File: src/rtl/pwm_brk_pkg.sv
// Shared types for the PWM pair brake controller.
// Assumes: 2-bit action fields per channel.
package pwm_brk_pkg;
    typedef enum logic [1:0] {
        ACT_PASS = 2'b00,
        ACT_HIZ  = 2'b01,
        ACT_LOW  = 2'b10,
        ACT_HIGH = 2'b11
    } brk_act_e;
endpackage

File: src/rtl/brk_edge_path.sv
// Latched edge brake path, one slice per channel pair.
// Assumes: src_rise_i is a single-cycle rising-edge strobe of the brake source.
// A brake holds until its flag is cleared and then a period start arrives.
module brk_edge_path #(
    parameter int NP = 3
) (
    input  logic          clk,
    input  logic          rst_n,
    input  logic          src_rise_i,
    input  logic [NP-1:0] ien_i,
    input  logic [NP-1:0] clr_i,
    input  logic [NP-1:0] period_start_i,
    output logic [NP-1:0] sts_o,
    output logic [NP-1:0] force_o
);
    logic [NP-1:0] hold_q;
    logic [NP-1:0] sts_q;

    for (genvar p = 0; p < NP; p++) begin : g_pair
        logic hit;
        assign hit = src_rise_i & ien_i[p];

        // Status flag: detection wins over the clear strobe.
        always_ff @(posedge clk) begin
            if (!rst_n)          sts_q[p] <= 1'b0;
            else if (hit)        sts_q[p] <= 1'b1;
            else if (clr_i[p])   sts_q[p] <= 1'b0;
        end

        // Brake state: released at a period start once the flag reads clear.
        always_ff @(posedge clk) begin
            if (!rst_n)                                 hold_q[p] <= 1'b0;
            else if (hit)                               hold_q[p] <= 1'b1;
            else if (period_start_i[p] && !sts_q[p])    hold_q[p] <= 1'b0;
        end

        assign force_o[p] = hold_q[p] | hit;
    end

    assign sts_o = sts_q;
endmodule

File: src/rtl/brk_level_path.sv
// Self-releasing level brake path, one slice per channel pair.
// Assumes: src_i is the filtered active-high brake source.
// A brake ends at a period start seen while the source is low.
module brk_level_path #(
    parameter int NP = 3
) (
    input  logic          clk,
    input  logic          rst_n,
    input  logic          src_i,
    input  logic [NP-1:0] ien_i,
    input  logic [NP-1:0] clr_i,
    input  logic [NP-1:0] period_start_i,
    output logic [NP-1:0] sts_o,
    output logic [NP-1:0] force_o
);
    logic [NP-1:0] hold_q;
    logic [NP-1:0] sts_q;

    for (genvar p = 0; p < NP; p++) begin : g_pair
        logic hit;
        assign hit = src_i & ien_i[p];

        // Status flag: detection wins over the clear strobe.
        always_ff @(posedge clk) begin
            if (!rst_n)          sts_q[p] <= 1'b0;
            else if (hit)        sts_q[p] <= 1'b1;
            else if (clr_i[p])   sts_q[p] <= 1'b0;
        end

        // Brake state: independent of the flag, ends on a quiet period start.
        always_ff @(posedge clk) begin
            if (!rst_n)                               hold_q[p] <= 1'b0;
            else if (hit)                             hold_q[p] <= 1'b1;
            else if (period_start_i[p] && !src_i)     hold_q[p] <= 1'b0;
        end

        assign force_o[p] = hold_q[p] | hit;
    end

    assign sts_o = sts_q;
endmodule

File: src/rtl/brk_out_mux.sv
// Output override for each channel pair: applies the even/odd actions
// while the pair is braked, otherwise passes the PWM waveforms.
// Assumes: purely combinational; the caller supplies the force per pair.
module brk_out_mux
    import pwm_brk_pkg::*;
#(
    parameter int NP    = 3,
    parameter int ACT_W = 2
) (
    input  logic [NP-1:0]       force_i,
    input  logic [NP*ACT_W-1:0] act_even_i,
    input  logic [NP*ACT_W-1:0] act_odd_i,
    input  logic [NP-1:0]       pwm_even_i,
    input  logic [NP-1:0]       pwm_odd_i,
    output logic [NP-1:0]       even_o,
    output logic [NP-1:0]       odd_o,
    output logic [NP-1:0]       even_oe_o,
    output logic [NP-1:0]       odd_oe_o
);
    // Returns {enable, value} for one channel.
    function automatic logic [1:0] apply(input logic brk, input logic [ACT_W-1:0] act,
                                         input logic pwm);
        if (!brk) return {1'b1, pwm};
        case (brk_act_e'(act))
            ACT_HIZ:  return 2'b00;
            ACT_LOW:  return 2'b10;
            ACT_HIGH: return 2'b11;
            default:  return {1'b1, pwm};
        endcase
    endfunction

    for (genvar p = 0; p < NP; p++) begin : g_pair
        // Per-channel selection of the safe state.
        always_comb begin
            {even_oe_o[p], even_o[p]} = apply(force_i[p], act_even_i[p*ACT_W +: ACT_W],
                                              pwm_even_i[p]);
            {odd_oe_o[p], odd_o[p]}   = apply(force_i[p], act_odd_i[p*ACT_W +: ACT_W],
                                              pwm_odd_i[p]);
        end
    end
endmodule

File: src/rtl/pwm_pair_brake.sv
// Top of the PWM pair brake controller. Derives the source rising edge,
// runs the edge and level paths, overrides outputs and forms the interrupt.
// Assumes: brake source is low while reset is released (edge register resets to 0).
module pwm_pair_brake #(
    parameter int NP    = 3,
    parameter int ACT_W = 2
) (
    input  logic              clk,
    input  logic              rst_n,
    input  logic [NP-1:0]     pwm_even_i,
    input  logic [NP-1:0]     pwm_odd_i,
    input  logic [NP-1:0]     period_start_i,
    input  logic              brake_src_i,
    input  logic [NP-1:0]     edge_ien_i,
    input  logic [NP-1:0]     level_ien_i,
    input  logic [NP*ACT_W-1:0] act_even_i,
    input  logic [NP*ACT_W-1:0] act_odd_i,
    input  logic [NP-1:0]     edge_clr_i,
    input  logic [NP-1:0]     level_clr_i,
    output logic [NP-1:0]     ch_even_o,
    output logic [NP-1:0]     ch_odd_o,
    output logic [NP-1:0]     ch_even_oe_o,
    output logic [NP-1:0]     ch_odd_oe_o,
    output logic [NP-1:0]     edge_sts_o,
    output logic [NP-1:0]     level_sts_o,
    output logic              brake_irq_o
);
    logic          src_q;
    logic          src_rise;
    logic [NP-1:0] edge_force;
    logic [NP-1:0] level_force;

    // Previous source sample for rising-edge detection.
    always_ff @(posedge clk) begin
        if (!rst_n) src_q <= 1'b0;
        else        src_q <= brake_src_i;
    end

    assign src_rise = brake_src_i & ~src_q;

    brk_edge_path #(.NP(NP)) u_edge (
        .clk            (clk),
        .rst_n          (rst_n),
        .src_rise_i     (src_rise),
        .ien_i          (edge_ien_i),
        .clr_i          (edge_clr_i),
        .period_start_i (period_start_i),
        .sts_o          (edge_sts_o),
        .force_o        (edge_force)
    );

    brk_level_path #(.NP(NP)) u_level (
        .clk            (clk),
        .rst_n          (rst_n),
        .src_i          (brake_src_i),
        .ien_i          (level_ien_i),
        .clr_i          (level_clr_i),
        .period_start_i (period_start_i),
        .sts_o          (level_sts_o),
        .force_o        (level_force)
    );

    brk_out_mux #(.NP(NP), .ACT_W(ACT_W)) u_mux (
        .force_i    (edge_force | level_force),
        .act_even_i (act_even_i),
        .act_odd_i  (act_odd_i),
        .pwm_even_i (pwm_even_i),
        .pwm_odd_i  (pwm_odd_i),
        .even_o     (ch_even_o),
        .odd_o      (ch_odd_o),
        .even_oe_o  (ch_even_oe_o),
        .odd_oe_o   (ch_odd_oe_o)
    );

    // Shared interrupt: any set flag whose enable is on.
    assign brake_irq_o = |((edge_sts_o & edge_ien_i) | (level_sts_o & level_ien_i));
endmodule

File: config.mk
export PLATFORM = sky130hd
export DESIGN_NAME = pwm_pair_brake
export DESIGN_NICKNAME = d
export VERILOG_FILES = /design/src/rtl/pwm_brk_pkg.sv /design/src/rtl/brk_edge_path.sv /design/src/rtl/brk_level_path.sv /design/src/rtl/brk_out_mux.sv /design/src/rtl/pwm_pair_brake.sv
export SDC_FILE = /design/constraint.sdc
export NUM_CORES = 1
export LEC_CHECK = 0
export BUFFER_PORTS_ARGS = -buffer_cell sky130_fd_sc_hd__buf_2
export CAP_MARGIN = 20
export CORE_UTILIZATION = 41
export CTS_BUF_LIST = sky130_fd_sc_hd__clkbuf_16
export CTS_CLUSTER_SIZE = 25
export DETAILED_ROUTE_END_ITERATION = 12
export GPL_TIMING_DRIVEN = 0
export PLACE_DENSITY = 0.8
export REMOVE_ABC_BUFFERS = 1
export SLEW_MARGIN = 15
export SYNTH_ARGS = -nofsm -noshare
export SYNTH_HDL_FRONTEND = slang
export SYNTH_SLANG_ARGS = --single-unit
export TNS_END_PERCENT = 5
File: constraint.sdc
create_clock -name clk -period 1.3 [get_ports clk]
set_clock_uncertainty 0.05 [all_clocks]
set_input_delay 0.325 -clock clk [delete_from_list [all_inputs] [get_ports clk]]
set_output_delay 0.325 -clock clk [all_outputs]
set_load 0.01 [all_outputs]
After elaboration in Yosys (flattened, before gate mapping)
Index checks and enable logic that the tools add are counted.
Widths: inputs -> output; s select.
{"block": "word_totals", "in_bits": 36, "output_inout_bits": 19, "regBits": 13}
{"block": "op_classes", "n_eq_ne": 18, "reduce_logical": 23, "muxes": 36, "n_bitwise": 18}
{"operator": "$pmux 2 s3", "n": 6}
{"operator": "$eq 2x2->1 const B", "n": 12}
{"operator": "$mux 1", "n": 24}
{"operator": "$reduce_bool 2->1", "n": 12}
{"operator": "$eq 2x1->1 const B", "n": 6}
{"operator": "$mux 2", "n": 6}
{"operator": "$and 1x1->1", "n": 7}
{"operator": "$and 3x3->3", "n": 2}
{"operator": "$logic_and 1x1->1", "n": 6}
{"operator": "$or 1x1->1", "n": 6}
{"operator": "$or 3x3->3", "n": 2}
{"operator": "$logic_not 1->1", "n": 4}
{"operator": "$reduce_or 3->1", "n": 1}
{"operator": "$not 1->1", "n": 1}

Longest topological paths before layout
Gate-level depths: netlist of run 1.
{"block": "depth", "word_depth": 6, "mapped_depth": 4, "mapped_depth_nobuf": 3}

By module
Synthesis of run 1 repeated with hierarchy kept, for this count alone.
{"block": "unflattened", "hier_cells": 97, "hier_area_um2": 773.2}
{"mod": "brk_level_path", "seq_area_each_um2": 120.1, "instances": 1, "cells_per_inst": 32, "area_each_um2": 277.8}
{"mod": "brk_edge_path", "seq_area_each_um2": 120.1, "instances": 1, "cells_per_inst": 31, "area_each_um2": 259.0}
{"mod": "brk_out_mux", "seq_area_each_um2": 0.0, "instances": 1, "cells_per_inst": 24, "area_each_um2": 157.7}
{"mod": "pwm_pair_brake", "seq_area_each_um2": 20.0, "instances": 1, "cells_per_inst": 10, "area_each_um2": 78.8}

Least setup slack after synthesis of run 1
No wires, ideal clock.
{"block": "synth_timing", "path_type": "input to output", "startpoint": "input level_ien_i[0]", "endpoint": "output ch_even_o[0]", "n_path_buf": 0, "arrival_ns": 0.895, "setup_slack_ns": 0.030, "stages": 3, "path_cell_list": "a211oi_2 > o2bb2ai_1 > o2bb2ai_2"}
{"block": "synth_between", "elab_chain_len": 4}
{"element": "start, declared", "line": "pwm_pair_brake.sv:15", "source": "input logic [NP-1:0] level_ien_i,"}
{"element": "$and 1x1->1", "line": "brk_level_path.sv:21", "source": "assign hit = src_i & ien_i[p];"}
{"element": "$or 1x1->1", "line": "brk_level_path.sv:37", "source": "assign force_o[p] = hold_q[p] | hit;"}
{"element": "$or 3x3->3", "line": "pwm_pair_brake.sv:64", "source": ".force_i (edge_force | level_force),"}
{"element": "$mux 2", "line": "brk_out_mux.sv:24", "source": "case (brk_act_e'(act))"}
{"element": "end, declared", "line": "pwm_pair_brake.sv:20", "source": "output logic [NP-1:0] ch_even_o,"}
Every way passes these cells.

Worst setup path in the final report of run 1
{"block": "layout_timing", "startpoint": "register u_level.hold_q[1]", "endpoint": "output ch_odd_o[1]"}
{"block": "layout_between", "elab_chain_len": 3}
{"element": "start, declared", "line": "brk_level_path.sv:16", "source": "logic [NP-1:0] hold_q;"}
{"element": "start signal, assigned by index", "line": "brk_level_path.sv:32", "source": "if (!rst_n) hold_q[p] <= 1'b0;"}
{"element": "start signal, assigned by index", "line": "brk_level_path.sv:33", "source": "else if (hit) hold_q[p] <= 1'b1;"}
{"element": "start signal, assigned by index", "line": "brk_level_path.sv:34", "source": "else if (period_start_i[p] && !src_i) hold_q[p] <= 1'b0;"}
{"element": "$or 1x1->1", "line": "brk_level_path.sv:37"}
{"element": "$or 3x3->3", "line": "pwm_pair_brake.sv:64"}
{"element": "$mux 2", "line": "brk_out_mux.sv:24"}
{"element": "end, declared", "line": "pwm_pair_brake.sv:21", "source": "output logic [NP-1:0] ch_odd_o,"}
Every way passes these cells.

==> reports/qor.csv, run 1 <==
metric;value;unit
status;finished with violations;
violations;setup timing;
core_area;1820;um^2
final_cell_mix;buf_2 (53), nand2_1 (12), a21boi_0 (12);
via_per_inst;5.17;
post-place-ws;-0.402;ns
setup_ws;-0.350;ns
ios;55;
cts_root_buf;clkbuf_16;
wirelength;2.21;mm
synth.yosys.seq_area_share;31.1;%
first_pass_iters;2;
num_rows;15;
clock_sinks;13;
worst_ep_required_time;0.93;ns
grt_use_total;21.0;%
clk_latency;0.24;ns
synth.cell_area;836;um^2
critPathKind;reg -> out;
n_antenna_cell;0;
gp_congestion;0.671;
syn2layout_area_growth;48.1;%
synth-edff-count;0;
wl_per_cell;13.2;um
overflow;0;
finalPower;1.35;mW
numPortBuffers;54;
crit_path_end_kind;output port;
fmax;606;MHz
syn-instance-count;86;
hold_viol_final;0;
cts_tree;built;
fp.dieW;47.2;um
floorplan.initialDensity;45.9;%
worst_setup_path_start_kind;flop;
ys_types;17;
dp_hpwl;1.72;mm
p_leak;0.577;nW
setup_viol;13;
antenna_found_initial;0;
path_clk_slew;0.04;ns
hold_path.class;in -> reg;
grt_max_degree;14;
layout_commonest_cell;buf_2;
grt_setup_unrepaired;true;
power_density;1090;nW/um^2
grt_pass1_vias;795;
drt_iter0_drc;4;
die_y;47.2;um
cts_buffers;3;
grt_pass1_wl;3.21;mm
cp_max_fo;4;
drtAntennaViolNets;0;
route.detailed.drc;0;
htreeDepth;1;
ys_warn_count;0;
layout-drive-gt1-share;54.9;%
fin_crit_sh;127;%
arrival;1.27;ns
layout_min_cycle_time;1.65;ns
ir_worst_vdd;1.27;mV
final_area;1240;um^2
synth-seq-cells;13;
cts_hold_buf;0;
dieArea;2220;um^2
cap_violations;0;
nNetsFinal;179;
syn_area_per_cell;9.72;um^2
synth-async-reset-ratio;0;%
finalCoreUtilization;68.0;%
worstMarginPinSlew;0.299;ns
slew_violations;0;
cts_buffer_depth;2;
dpl_cell_area;1120;um^2
timing.slew.headroom;80.0;%
synth-main-ff-cell;dfxtp_1;
vias;864;
-- cells in the mapped netlist, types with 3 or more instances --
master     count  share of area (%)
dfxtp_1       13                 31
a21boi_0      12                 11
nand2_1       12                5.4
nand2b_1       6                4.5
nand3b_1       6                5.4
o21ai_0        6                3.6
o2bb2ai_1      6                6.3
o2bb2ai_2      6                 11
a211oi_2       3                4.5
a22oi_1        3                2.7
and2_4         3                3.1
inv_1          3                1.3
nand3b_4       3                7.2
-- per-layer routing --
| layer | global-route usage (%) | vias to the layer above | part of all wire (%) |
|---|---|---|---|
| met4 | 5.14 | 0 | 1.9 |
| met1 | 21.2 | 388 | 39 |
| li1 | - | 433 | - |
| met5 | 0 | - | 0 |
| met3 | 7.69 | 6 | 6.5 |
| met2 | 40.3 | 37 | 52 |
-- registers in the layout, indices dropped and copies added (netlist names) --
register	cells
src_q	1
u_level.sts_o	3
u_edge.hold_q	3
u_edge.sts_o	3
u_level.hold_q	3
-- critical path, cell delays in order (launching register included) --
cell and delay (ns):
dfxtp_2 0.33, a211oi_4 0.29, o2bb2ai_1 0.17, o2bb2ai_2 0.11, buf_2 0.14
-- metrics by stage --
step,setup TNS [ns],hold slack (ns),std cells
finish,-3.67,0.304,167
global route,-4.39,0.323,167
CTS,-3.68,0.307,167
detailed placement,-3.98,0.442,163
global placement,-3.62,0.425,163
floorplan,0,0.411,84
-- where the power goes --
part           switching (mW)  internal, mW
clock network           0.162         0.405
logic                   0.163         0.171
registers              0.0204         0.423
-- cells by family (layout without fill, tap and decap cells) --
kind of cell | after synthesis | in the layout | synth area share [%]
buf+inv | 5 | 61 | 3.14
compound gates | 36 | 36 | 38.6
flops | 13 | 13 | 31.1
simple gates | 32 | 32 | 27.1
-- worst paths after layout --
| kind | startpoint | to | slack (ns) | cells after the start |
|---|---|---|---|---|
| setup / recovery | u_level.hold_q[1]$_SDFFE_PN0P_ | ch_odd_o[1] | -0.35 | 4 |
| hold / removal | level_clr_i[1] | u_level.sts_o[1]$_SDFFE_PN0P_ | 0.30 | 3 |
| setup reg to reg | src_q$_SDFF_PN0_ | u_edge.hold_q[2]$_SDFFE_PN0P_ | 0.49 | 2 |
| hold reg to reg | u_edge.hold_q[0]$_SDFFE_PN0P_ | u_edge.hold_q[0]$_SDFFE_PN0P_ | 0.44 | 2 |
-- what timing repair did --
| action | in CTS | in global routing |
|---|---|---|
| pin swaps | 3 | 2 |
| setup buffers | 0 | 0 |
| endpoints found under the setup margin | 13 | 13 |
| resized for setup | 7 | 1 |
-- layout make-up --
type                            instances  area (um^2)
Tap cell                               25         31.3
Clock inverter                          1         3.75
Timing Repair Buffer                   54          273
Clock buffer                            3         75.1
Inverter                                3         11.3
Sequential cell                        13          263
Multi-Input combinational cell         68          581
Fill cell                             158          583
No activity file was read; power rests on OpenSTA's default activity.
==> run 2, diff against run 1 <==
Settings changed: CORE_ASPECT_RATIO from default to 0.75.
==> reports/qor.csv, run 2 (synthesized netlist as in run 1, its figures left out) <==
metric;value;unit
slew_violations;0;
drtAntennaViolNets;0;
htreeDepth;1;
ir_worst_vdd;0.870;mV
cap_violations;0;
wl_per_cell;14.5;um
n_antenna_cell;0;
crit_path_end_kind;output port;
cp_max_fo;4;
cts_hold_buf;0;
core_area;1820;um^2
dpl_cell_area;1120;um^2
wl_met2;1.27;mm
critPathKind;reg -> out;
fin_crit_sh;129;%
dp_cells;160;
timing.slew.headroom;79.4;%
fillers;145;
drt_iter0_drc;9;
cp_cell_sequence;a211oi_4 > nand2_1 > nand3b_1 > buf_2;
grt_max_degree;14;
fmax;595;MHz
floorplan.initialDensity;45.9;%
final_cell_mix;buf_2 (53), nand2_1 (12), a21boi_0 (12);
violations;setup timing;
clock_sinks;13;
antenna_found_initial;0;
dp_hpwl;1.70;mm
p_leak;0.582;nW
worstMarginPinSlew;0.308;ns
post-place-ws;-0.407;ns
num_rows;13;
fp.dieW;54.1;um
setup_ws;-0.379;ns
vias;864;
worst_setup_path_start_kind;flop;
cts_buffers;3;
cpMaxStageDelayCell;dfxtp_2;
dieArea;2220;um^2
grt_setup_unrepaired;true;
worst_ep_required_time;0.93;ns
grt_pass1_wl;3.12;mm
status;finished with violations;
syn2layout_area_growth;50.9;%
setup_viol;13;
postCtsSetupBuffers;0;
cts_root_buf;clkbuf_16;
power_density;1090;nW/um^2
clk_latency;0.24;ns
via_per_inst;5.27;
layout-drive-gt1-share;58.5;%
route.detailed.drc;0;
layout_min_cycle_time;1.68;ns
overflow;0;
hold_path.class;in -> reg;
nNetsFinal;179;
wirelength;2.39;mm
fin_setup_tns;-3.76;ns
cts_tree;built;
cpPeakStageDelay;0.33;ns
cts_buffer_depth;2;
grt_pass1_vias;714;
ios;55;
reg2reg_slack;0.47;ns
arrival;1.30;ns
gp_congestion;0.718;
path_clk_slew;0.04;ns
die_y;41.1;um
wl_met1;960;um
layout_commonest_cell;buf_2;
first_pass_iters;2;
grt_use_total;21.2;%
wl_met3;145;um
final_cells;164;
top_layer;met4;
hold_viol_final;0;
numPortBuffers;54;
final_area;1260;um^2
[run 2: changes by cell type in the layout (fill, tap and decap cells not counted)]
cell / change
a22oi_2: +1
o2bb2ai_1: -2
a211oi_2: -1
dfxtp_2: +2
a22oi_1: -1
o2bb2ai_2: +2
dfxtp_1: -2
a211oi_4: +1
[run 2: path summary, 6_finish.rpt]
kind | end | depth (start not counted) | startpoint
worst min-delay path | u_edge.sts_o[1]$_SDFFE_PN0P_ | 3 | edge_clr_i[1]
worst min register to register | u_level.sts_o[2]$_SDFFE_PN0P_ | 2 | u_level.sts_o[2]$_SDFFE_PN0P_
worst max register to register | u_edge.sts_o[0]$_SDFFE_PN0P_ | 2 | src_q$_SDFF_PN0_
worst max-delay path | ch_odd_oe_o[0] | 4 | u_level.hold_q[0]$_SDFFE_PN0P_
[run 2: worst max-delay path: cells and delay by family, from the launching register on]
family,cells,cell delay [ns]
buf+inv,1,0.14
compound gates,1,0.32
simple gates,2,0.27
flops,1,0.33
[run 2: power breakdown]
| group | total, mW | leakage (nW) | internal, mW | switching [mW] |
|---|---|---|---|---|
| clock network | 0.572 | 0.0423 | 0.405 | 0.167 |
| registers | 0.448 | 0.109 | 0.424 | 0.0234 |
| logic | 0.349 | 0.431 | 0.178 | 0.171 |
[run 2: per-layer routing]
| layer | track usage [%] | up-vias |
|---|---|---|
| met4 | 6.41 | 0 |
| met5 | 0 | - |
| li1 | - | 430 |
| met3 | 6.67 | 2 |
| met1 | 24.2 | 401 |
| met2 | 38.4 | 31 |
[run 2: cell type report]
cell class              instances  area [um^2]  share of cell area (%)
clock inverters                 1         3.75                   0.298
repair buffers                 54          273                    21.6
inverters                       3         11.3                   0.893
well taps                      22         27.5                    2.18
multi-input cells              68          606                    48.0
clock buffers                   3         75.1                    5.95
flip-flops and latches         13          265                    21.0
[run 2: repair_timing]
| action | 4_1_cts | 5_1_grt |
|---|---|---|
| pin swaps | 4 | 1 |
| resized for setup | 7 | 7 |
| endpoints found under the setup margin | 13 | 13 |
| endpoints found under the hold margin | 0 | 0 |
[run 2: metrics by stage]
step / util [%] / power, mW / hold slack (ns)
after detailed placement: 61.4 / 0.766 / 0.438
after floorplan: - / 0.619 / 0.411
after global placement: 61.4 / 0.751 / 0.427
after global routing: 69.2 / 1.44 / 0.304
after CTS: 67.4 / 1.36 / 0.300
final: 69.2 / 1.37 / 0.303
